===== config.mk =====
export PLATFORM = sky130hd
export DESIGN_NAME = vl_hold_ctrl
export DESIGN_NICKNAME = d
export VERILOG_FILES = /design/src/rtl/vl_hold_pkg.sv /design/src/rtl/vl_zero_judge.sv /design/src/rtl/vl_wear_mon.sv /design/src/rtl/vl_hold_ctrl.sv
export SDC_FILE = /design/constraint.sdc
export NUM_CORES = 1
export LEC_CHECK = 0
export ABC_CLOCK_PERIOD_IN_PS = 4700
export CAP_MARGIN = 20
export CORE_MARGIN = 3
export CORE_UTILIZATION = 43
export CTS_BUF_LIST = sky130_fd_sc_hd__clkbuf_4
export CTS_CLUSTER_DIAMETER = 30
export DETAILED_ROUTE_END_ITERATION = 10
export PLACE_DENSITY = 0.85
export SLEW_MARGIN = 20
export SYNTH_ARGS = -nofsm -noshare
export SYNTH_HDL_FRONTEND = slang
export SYNTH_SLANG_ARGS = --single-unit

===== constraint.sdc =====
create_clock -name clk -period 4.7 [get_ports clk]
set_clock_uncertainty 0.2 [all_clocks]
set_input_delay 0.94 -clock clk [delete_from_list [all_inputs] [get_ports clk]]
set_output_delay 0.94 -clock clk [all_outputs]
set_load 0.02 [all_outputs]

===== src/rtl/vl_hold_pkg.sv =====
package vl_hold_pkg;

    // which multiplier operand feeds the zero-count judges
    typedef enum logic {
        SEL_MCAND  = 1'b0,   // column-bypass array: multiplicand
        SEL_MPLIER = 1'b1    // row-bypass array: multiplicator
    } opsel_e;

    // registered control state of the hold sequencer
    typedef struct packed {
        logic hold;          // operation is in its second (held) cycle
    } hold_state_t;

endpackage


===== src/rtl/vl_zero_judge.sv =====
module vl_zero_judge #(
    parameter int W      = 8,
    parameter int THRESH = 3
) (
    input  logic [W-1:0] op,
    output logic         one_cyc
);
    localparam int CW = $clog2(W + 1);

    logic [CW-1:0] zeros;

    always_comb begin
        zeros = '0;
        for (int i = 0; i < W; i++) begin
            zeros = zeros + CW'(!op[i]);
        end
    end

    assign one_cyc = (int'(zeros) > THRESH);

endmodule


===== src/rtl/vl_wear_mon.sv =====
module vl_wear_mon #(
    parameter int WIN_OPS   = 16,
    parameter int ERR_LIMIT = 2
) (
    input  logic clk,
    input  logic rst_n,
    input  logic op_start,
    input  logic err_hit,
    output logic aged
);
    localparam int OCW = (WIN_OPS > 1) ? $clog2(WIN_OPS) : 1;
    localparam int ECW = $clog2(WIN_OPS + 1);

    typedef struct packed {
        logic [OCW-1:0] op_cnt;
        logic [ECW-1:0] err_cnt;
        logic           aged;
    } mon_t;

    mon_t mon_d, mon_q;
    logic [ECW-1:0] err_sum;

    always_comb begin
        mon_d   = mon_q;
        err_sum = mon_q.err_cnt + ECW'(err_hit);
        if (op_start) begin
            if (int'(err_sum) > ERR_LIMIT) begin
                mon_d.aged = 1'b1;
            end
            if (mon_q.op_cnt == OCW'(WIN_OPS - 1)) begin
                mon_d.op_cnt  = '0;
                mon_d.err_cnt = '0;
            end else begin
                mon_d.op_cnt  = mon_q.op_cnt + 1'b1;
                mon_d.err_cnt = err_sum;
            end
        end
    end

    always_ff @(posedge clk or negedge rst_n) begin
        if (!rst_n) begin
            mon_q <= '0;
        end else begin
            mon_q <= mon_d;
        end
    end

    assign aged = mon_q.aged;

    AST_AGED_STICKY: assert property (@(posedge clk) disable iff (!rst_n)
        mon_q.aged |=> mon_q.aged);

    AST_AGED_CAUSE: assert property (@(posedge clk) disable iff (!rst_n)
        $rose(mon_q.aged) |-> $past(op_start && err_hit));

    AST_ERR_LE_OPS: assert property (@(posedge clk) disable iff (!rst_n)
        int'(mon_q.err_cnt) <= int'(mon_q.op_cnt));

endmodule


===== src/rtl/vl_hold_ctrl.sv =====
module vl_hold_ctrl
    import vl_hold_pkg::*;
#(
    parameter int     W         = 8,
    parameter int     N_ZERO    = 3,
    parameter int     WIN_OPS   = 16,
    parameter int     ERR_LIMIT = 2,
    parameter opsel_e OP_SEL    = SEL_MCAND
) (
    input  logic         clk,
    input  logic         rst_n,
    input  logic [W-1:0] op_a,
    input  logic [W-1:0] op_b,
    input  logic         in_valid,
    input  logic         err_in,
    output logic         opreg_en,
    output logic         busy,
    output logic         done
);
    localparam int NJ = 2;   // relaxed and strict judges

    hold_state_t st_d, st_q;
    logic [W-1:0]  op_exam;
    logic [NJ-1:0] judge_one;
    logic          aged;
    logic          sel_one;
    logic          op_start;
    logic          err_hit;
    logic          fast_ok;

    assign op_exam = (OP_SEL == SEL_MPLIER) ? op_b : op_a;

    for (genvar gi = 0; gi < NJ; gi++) begin : g_judge
        vl_zero_judge #(
            .W      (W),
            .THRESH (N_ZERO + gi)
        ) u_judge (
            .op      (op_exam),
            .one_cyc (judge_one[gi])
        );
    end

    vl_wear_mon #(
        .WIN_OPS   (WIN_OPS),
        .ERR_LIMIT (ERR_LIMIT)
    ) u_wear (
        .clk      (clk),
        .rst_n    (rst_n),
        .op_start (op_start),
        .err_hit  (err_hit),
        .aged     (aged)
    );

    always_comb begin
        st_d     = st_q;
        sel_one  = judge_one[aged];
        op_start = in_valid && !st_q.hold;
        fast_ok  = sel_one && !err_in;
        err_hit  = op_start && sel_one && err_in;
        st_d.hold = op_start && !fast_ok;
        opreg_en = !in_valid || st_q.hold || fast_ok;
        done     = st_q.hold || (op_start && fast_ok);
    end

    always_ff @(posedge clk or negedge rst_n) begin
        if (!rst_n) begin
            st_q <= '0;
        end else begin
            st_q <= st_d;
        end
    end

    assign busy = st_q.hold;

    AST_BUSY_ONE_CYCLE: assert property (@(posedge clk) disable iff (!rst_n)
        busy |=> !busy);

    AST_STALL_THEN_BUSY: assert property (@(posedge clk) disable iff (!rst_n)
        (in_valid && !opreg_en) |=> (busy && done && opreg_en));

    AST_IDLE_QUIET: assert property (@(posedge clk) disable iff (!rst_n)
        (!in_valid && !busy) |-> (opreg_en && !done));

    AST_DONE_RELEASES: assert property (@(posedge clk) disable iff (!rst_n)
        done |-> opreg_en);

endmodule


* Yosys cells after proc, flatten, opt, wreduce, memory -nomap -nowiden
Index checks and enable logic that the tools add are counted.
Storage, ports and cells: bits in registers 11, bits of input ports 20, logic and storage cells 43, output and inout port bits 3
Operators by class: reductions and logical operators 22, multiplexer cells 3, add/subtract/negate cells 9, magnitude comparators 4, equal/unequal tests 1
Operators by type and width (count):
- 4-bit by 1-bit adder with 4-bit output | 6
- 1-bit logical NOT | 12
- 9-bit 2-to-1 mux | 1
- 1-bit logical AND | 6
- 5-bit by 1-bit adder with 5-bit output | 1
- 5-bit by 2-bit greater-than comparator with 1-bit output (second input constant) | 1
- 4-bit by 1-bit adder with 4-bit output (second input constant) | 1
- 4-bit == test (second input constant) | 1
- 4-bit by 2-bit greater-than comparator with 1-bit output (second input constant) | 1
- 4-bit by 3-bit greater-than comparator with 1-bit output (second input constant) | 1
- 1-bit logical OR | 3
- 1-bit by 1-bit adder with 2-bit output | 1
- 1-bit by 2-bit less-than comparator with 1-bit output (second input constant) | 1
- 1-bit 2-to-1 mux | 2
- 2-bit AND reduction | 1

* Longest topological paths before layout
Gate-level depths: netlist (run 1).
depth in word-level cells 16, depth in mapped cells 14, gate-level depth less buffers 14

* Hierarchy
Synthesis (run 1) repeated with hierarchy kept, for this count alone.
Second synthesis, totals: cells, all modules 92, area total of the unflattened synthesis 893.4 um^2
Modules (own cells, without submodules):
- vl_wear_mon | times used 1, area an instance 510.5 um^2, cells an instance 51, sequential area each 250.2 um^2
- vl_zero_judge (g_judge[1].u_judge) | times used 1, area an instance 178.9 um^2, cells an instance 19, sequential area each 0.0 um^2
- vl_zero_judge (g_judge[0].u_judge) | times used 1, area an instance 120.1 um^2, cells an instance 14, sequential area each 0.0 um^2
- vl_hold_ctrl | times used 1, area an instance 83.8 um^2, cells an instance 8, sequential area each 25.0 um^2

* Least setup slack after synthesis (run 1)
OpenSTA, ideal clock, no wires.
path kind input to register, from input op_a[0], to register u_wear.mon_q (netlist bit u_wear.aged), data required time 4.376 ns, arrival time 4.551 ns, path slack -0.175 ns, stages on the path 14, path buffers 0, library setup time 0.124 ns, cell sequence inv_1 > ha_1 > fa_1 > fa_1 > fa_1 > fa_1 > nor3b_1 > o22ai_1 > and3_1 > ha_1 > ha_1 > a21oi_1 > mux2i_1 > a211o_1
Between the ends: longest elaborated chain between the ends 16, elaborated cells on any way between the ends 17, those cells by class add/sub (8); order compare (3); mux (2); reduce/logical (4)
RTL lines:
- start, declared | line vl_hold_ctrl.sv:12 | input logic [W-1:0] op_a,
- 1-bit logical NOT * | line vl_zero_judge.sv:15 | zeros = zeros + CW'(!op[i]);
- 1-bit by 1-bit adder with 2-bit output * | line vl_zero_judge.sv:15
- 4-bit by 1-bit adder with 4-bit output * (6 in series) | line vl_zero_judge.sv:15
- 4-bit by 2-bit greater-than comparator with 1-bit output / 4-bit by 3-bit greater-than comparator with 1-bit output (equally long branches) | line vl_zero_judge.sv:19 | assign one_cyc = (int'(zeros) > THRESH);
- 1-bit 2-to-1 mux (implied by the code) * (2 in series) | line vl_hold_ctrl.sv:56 | sel_one = judge_one[aged];
- 1-bit logical AND * (2 in series) | line vl_hold_ctrl.sv:59 | err_hit = op_start && sel_one && err_in;
- 5-bit by 1-bit adder with 5-bit output * | line vl_wear_mon.sv:25 | err_sum = mon_q.err_cnt + ECW'(err_hit);
- 5-bit by 2-bit greater-than comparator with 1-bit output * | line vl_wear_mon.sv:27 | if (int'(err_sum) > ERR_LIMIT) begin
- 2-bit AND reduction (no line) *
- end signal, assigned | line vl_wear_mon.sv:44 | mon_q <= mon_d;
- end, declared | line vl_wear_mon.sv:20 | mon_t mon_d, mon_q;
Mark *: on every way between the ends. The rest lies on a longest branch, timed or not. The select of a mux whose other input is x is not followed. A chain may end at the register's enable or synchronous reset.

* Worst setup path after layout (run 1)
from input op_a[1], to output done
Between the ends: longest elaborated chain between the ends 14, elaborated cells on any way between the ends 15, those cells by class add/sub (7); order compare (2); mux (2); reduce/logical (4)
RTL lines:
- 1-bit logical NOT * | line vl_zero_judge.sv:15
- 1-bit by 1-bit adder with 2-bit output * | line vl_zero_judge.sv:15
- 4-bit by 1-bit adder with 4-bit output * (6 in series) | line vl_zero_judge.sv:15
- 4-bit by 2-bit greater-than comparator with 1-bit output / 4-bit by 3-bit greater-than comparator with 1-bit output (equally long branches) | line vl_zero_judge.sv:19
- 1-bit 2-to-1 mux (implied by the code) * (2 in series) | line vl_hold_ctrl.sv:56
- 1-bit logical AND * | line vl_hold_ctrl.sv:58 | fast_ok = sel_one && !err_in;
- 1-bit logical AND * | line vl_hold_ctrl.sv:62 | done = st_q.hold || (op_start && fast_ok);
- 1-bit logical OR * | line vl_hold_ctrl.sv:62
- end, declared | line vl_hold_ctrl.sv:18 | output logic done
Marked as above.

==> results of run 1 <==
==> logic make-up after synthesis <==
family          Yosys count
compound gates           20
xor+xnor                  4
fa+ha+maj                10
buf+inv                  13
flops                    11
mux                       1
simple gates             19
==> metrics by stage <==
step	utilization	power, µW	hold slack, ns	setup TNS (ns)
2_1_floorplan	-	268	0.229	0
3_3_place_gp	0.598	306	0.245	-4.25
3_5_place_dp	0.598	321	0.248	-5.40
4_1_cts	0.654	423	0.267	-0.569
5_1_grt	0.664	469	0.316	-0.470
6_report	0.664	430	0.290	-0.299
==> area by class of cell <==
class / instances / area (µm²) / share of cell area
multi-input cells: 54 / 504 / 0.476
flip-flops and latches: 11 / 275 / 0.260
repair buffers: 18 / 173 / 0.163
inverters: 11 / 46.3 / 0.0437
clock buffers: 4 / 30.0 / 0.0284
well taps: 24 / 30.0 / 0.0284
==> state kept, by name, indices dropped and copies added (netlist names) <==
| register | count |
|---|---|
| busy | 1 |
| u_wear.aged | 1 |
| u_wear.mon_q | 9 |
==> timing repair <==
item | CTS | global route
pin swaps | 12 | 7
endpoints found under the setup margin | 7 | 5
buffers inserted | 2 | 1
gates resized for setup | 30 | 3
==> worst max-delay path: stages <==
cell     delay (ns)
buf_6          0.10
inv_4          0.05
ha_4           0.19
fa_1           0.50
fa_1           0.43
fa_2           0.37
fa_1           0.47
nor3b_2        0.21
o22ai_2        0.12
a31o_2         0.22
buf_6          0.13
==> how the worst max path moves through the flow <==
stage | cells past startpoint | slack [ns] | endpoint | start
after floorplan | 9 | 0.005 | done | op_a[0]
after global placement | 11 | -1.06 | done | op_a[0]
after detailed placement | 11 | -1.21 | done | op_a[0]
after CTS | 11 | -0.31 | done | op_a[1]
after global routing | 11 | -0.25 | done | op_a[1]
final | 11 | -0.17 | done | op_a[1]
==> report_power, final <==
group          internal [µW]  switching [µW]
registers                127            33.9
logic                    105            91.1
clock network           38.7            34.8
total                    271             160
==> metal layers <==
metal,wire (µm),vias to the layer above,share of wire,global-route usage
li1,-,313,-,-
met1,758,319,0.42,0.214
met2,943,17,0.52,0.303
met3,64,5,0.036,0.0491
met4,32,0,0.018,0.0711
met5,0,-,0,0
==> placed cells by master, fill, tap and decap left out, types with 3 or more instances in the layout <==
cell,instances
inv_1,9
ha_4,3
buf_6,4
nand2_1,7
clkbuf_4,4
dfrtp_1,11
clkdlybuf4s50_1,8
xnor2_1,3
fa_1,3
a21oi_1,3
buf_4,4
a31oi_1,4
ha_1,3
o21ai_0,3
==> run metrics, run 1 <==
status=finished with violations; failing checks=negative setup slack; Synth Cell Area=769 µm²; initial antenna violation count=0; min Tclk post-route=4.87 ns; clock root buffer master=clkbuf_4; Die ar.=2330 µm²; hold wc startpoint=u_wear.aged; synthesized area per cell=9.87 µm²; Die X=48.3 µm; Tcrit/Tclk final=1.04; Worst Reg-to-Reg Cells=7; Hold Path Stages=1; I/O pin count=23; Startpoint Class=input port; max_cap viols=0; Max Buffers Root-to-Sink=2; ys async rst share=1.00; 1st-iter DRT viols=20; Final setup viols=2; CTS H-tree lvls=1; Clock transition at path regs=0.08 ns; Post-synth EDFFs=0; area leader, netlist=dfrtp_1; Post-route DRC=0; P_leak=0.000475 µW; Hold Fails Final Rpt=0; area share of the largest cell type after synthesis=0.358; Adder-Cell Fraction of Synth Area=0.202; DRT Wirelength=1800 µm; post-route cell area=1060 µm²; global-route usage over all layers=0.178; Compound-Gate Fraction of Synth Area=0.177; Rows=14; WL/cell=14.7 µm; Layout Nets=129; Worst-Margin Slew=0.483 ns; fin cells=122; vias=654; share of post-route cells with drive strength above 1=0.255; Die Span Y=48.3 µm; cts bufs inserted=3; pin count of the biggest net entering global routing=14; detailed-route vias per instance=5.36; core area=1590 µm²; gr ovfl total=0; Area after DPL=953 µm²; Area Overhead vs Synth=37.6%; Synth cell types=31; gpl congestion=0.686; Max Freq=205 MHz; Synth warnings=0; Power per Cell Area=407 nW/µm²; Pre-antenna DRT Iters=5; Syn Nets=108; Worst Hold Path EP=u_wear.aged; crit end category=output pin; Cells after Synth=78; PortBufs=14; largest family of logic cells by synthesized area=adder cells; Most used DFF post-synth=dfrtp_1; Post-Synth Simple-Gate Area=0.140; Reg2Reg Setup Slack=2.44 ns; CP max FO=3; post-synthesis xor/xnor area fraction=0.0455; CTS tree=yes; worst endpoint data arrival time=3.73 ns; Synth top cells by count=dfrtp_1, inv_1, nand2_1; critical path type=in2out; Inst Count DP=115; RSZ-0062 raised after global routing=yes; FF+latch count, synth=11; initial core utilization=0.483; peak supply drop=358 µV; Post-CTS Hold Buffers=0; vias in the first global route=650; DP HPWL=1300 µm; clock sink count=11; Final WS setup=-0.172 ns; slew margin rel.=0.677; Critical R2R Capture=u_wear.aged; leading post-synthesis cells by cell area=dfrtp_1, fa_1, ha_1; sequential area share after synthesis=0.358; filler cell count=120; post-route ant nets=0; Setup WS pre-CTS=-1.21 ns; Worst-Skew Late Latency=0.28 ns; mux share of post-synthesis cell area=0.0130; n_diodes=0; Max Slew Vio Count=0; Worst EP required=3.56 ns; Hold WC Path Type=reg2reg; worst r2r src=busy; first-pass GRT wire length=3140 µm
Note: power is estimated with default switching activity, not from simulation.
==> run 2, diff against run 1 <==
--- a/config.mk
+++ b/config.mk
@@ -5,7 +5,6 @@
 export SDC_FILE = /design/constraint.sdc
 export NUM_CORES = 1
 export LEC_CHECK = 0
-export ABC_CLOCK_PERIOD_IN_PS = 4700
 export CAP_MARGIN = 20
 export CORE_MARGIN = 3
 export CORE_UTILIZATION = 43
==> results of run 2 <==
The final DEF is identical to that of run 1; final timing and power are the same.
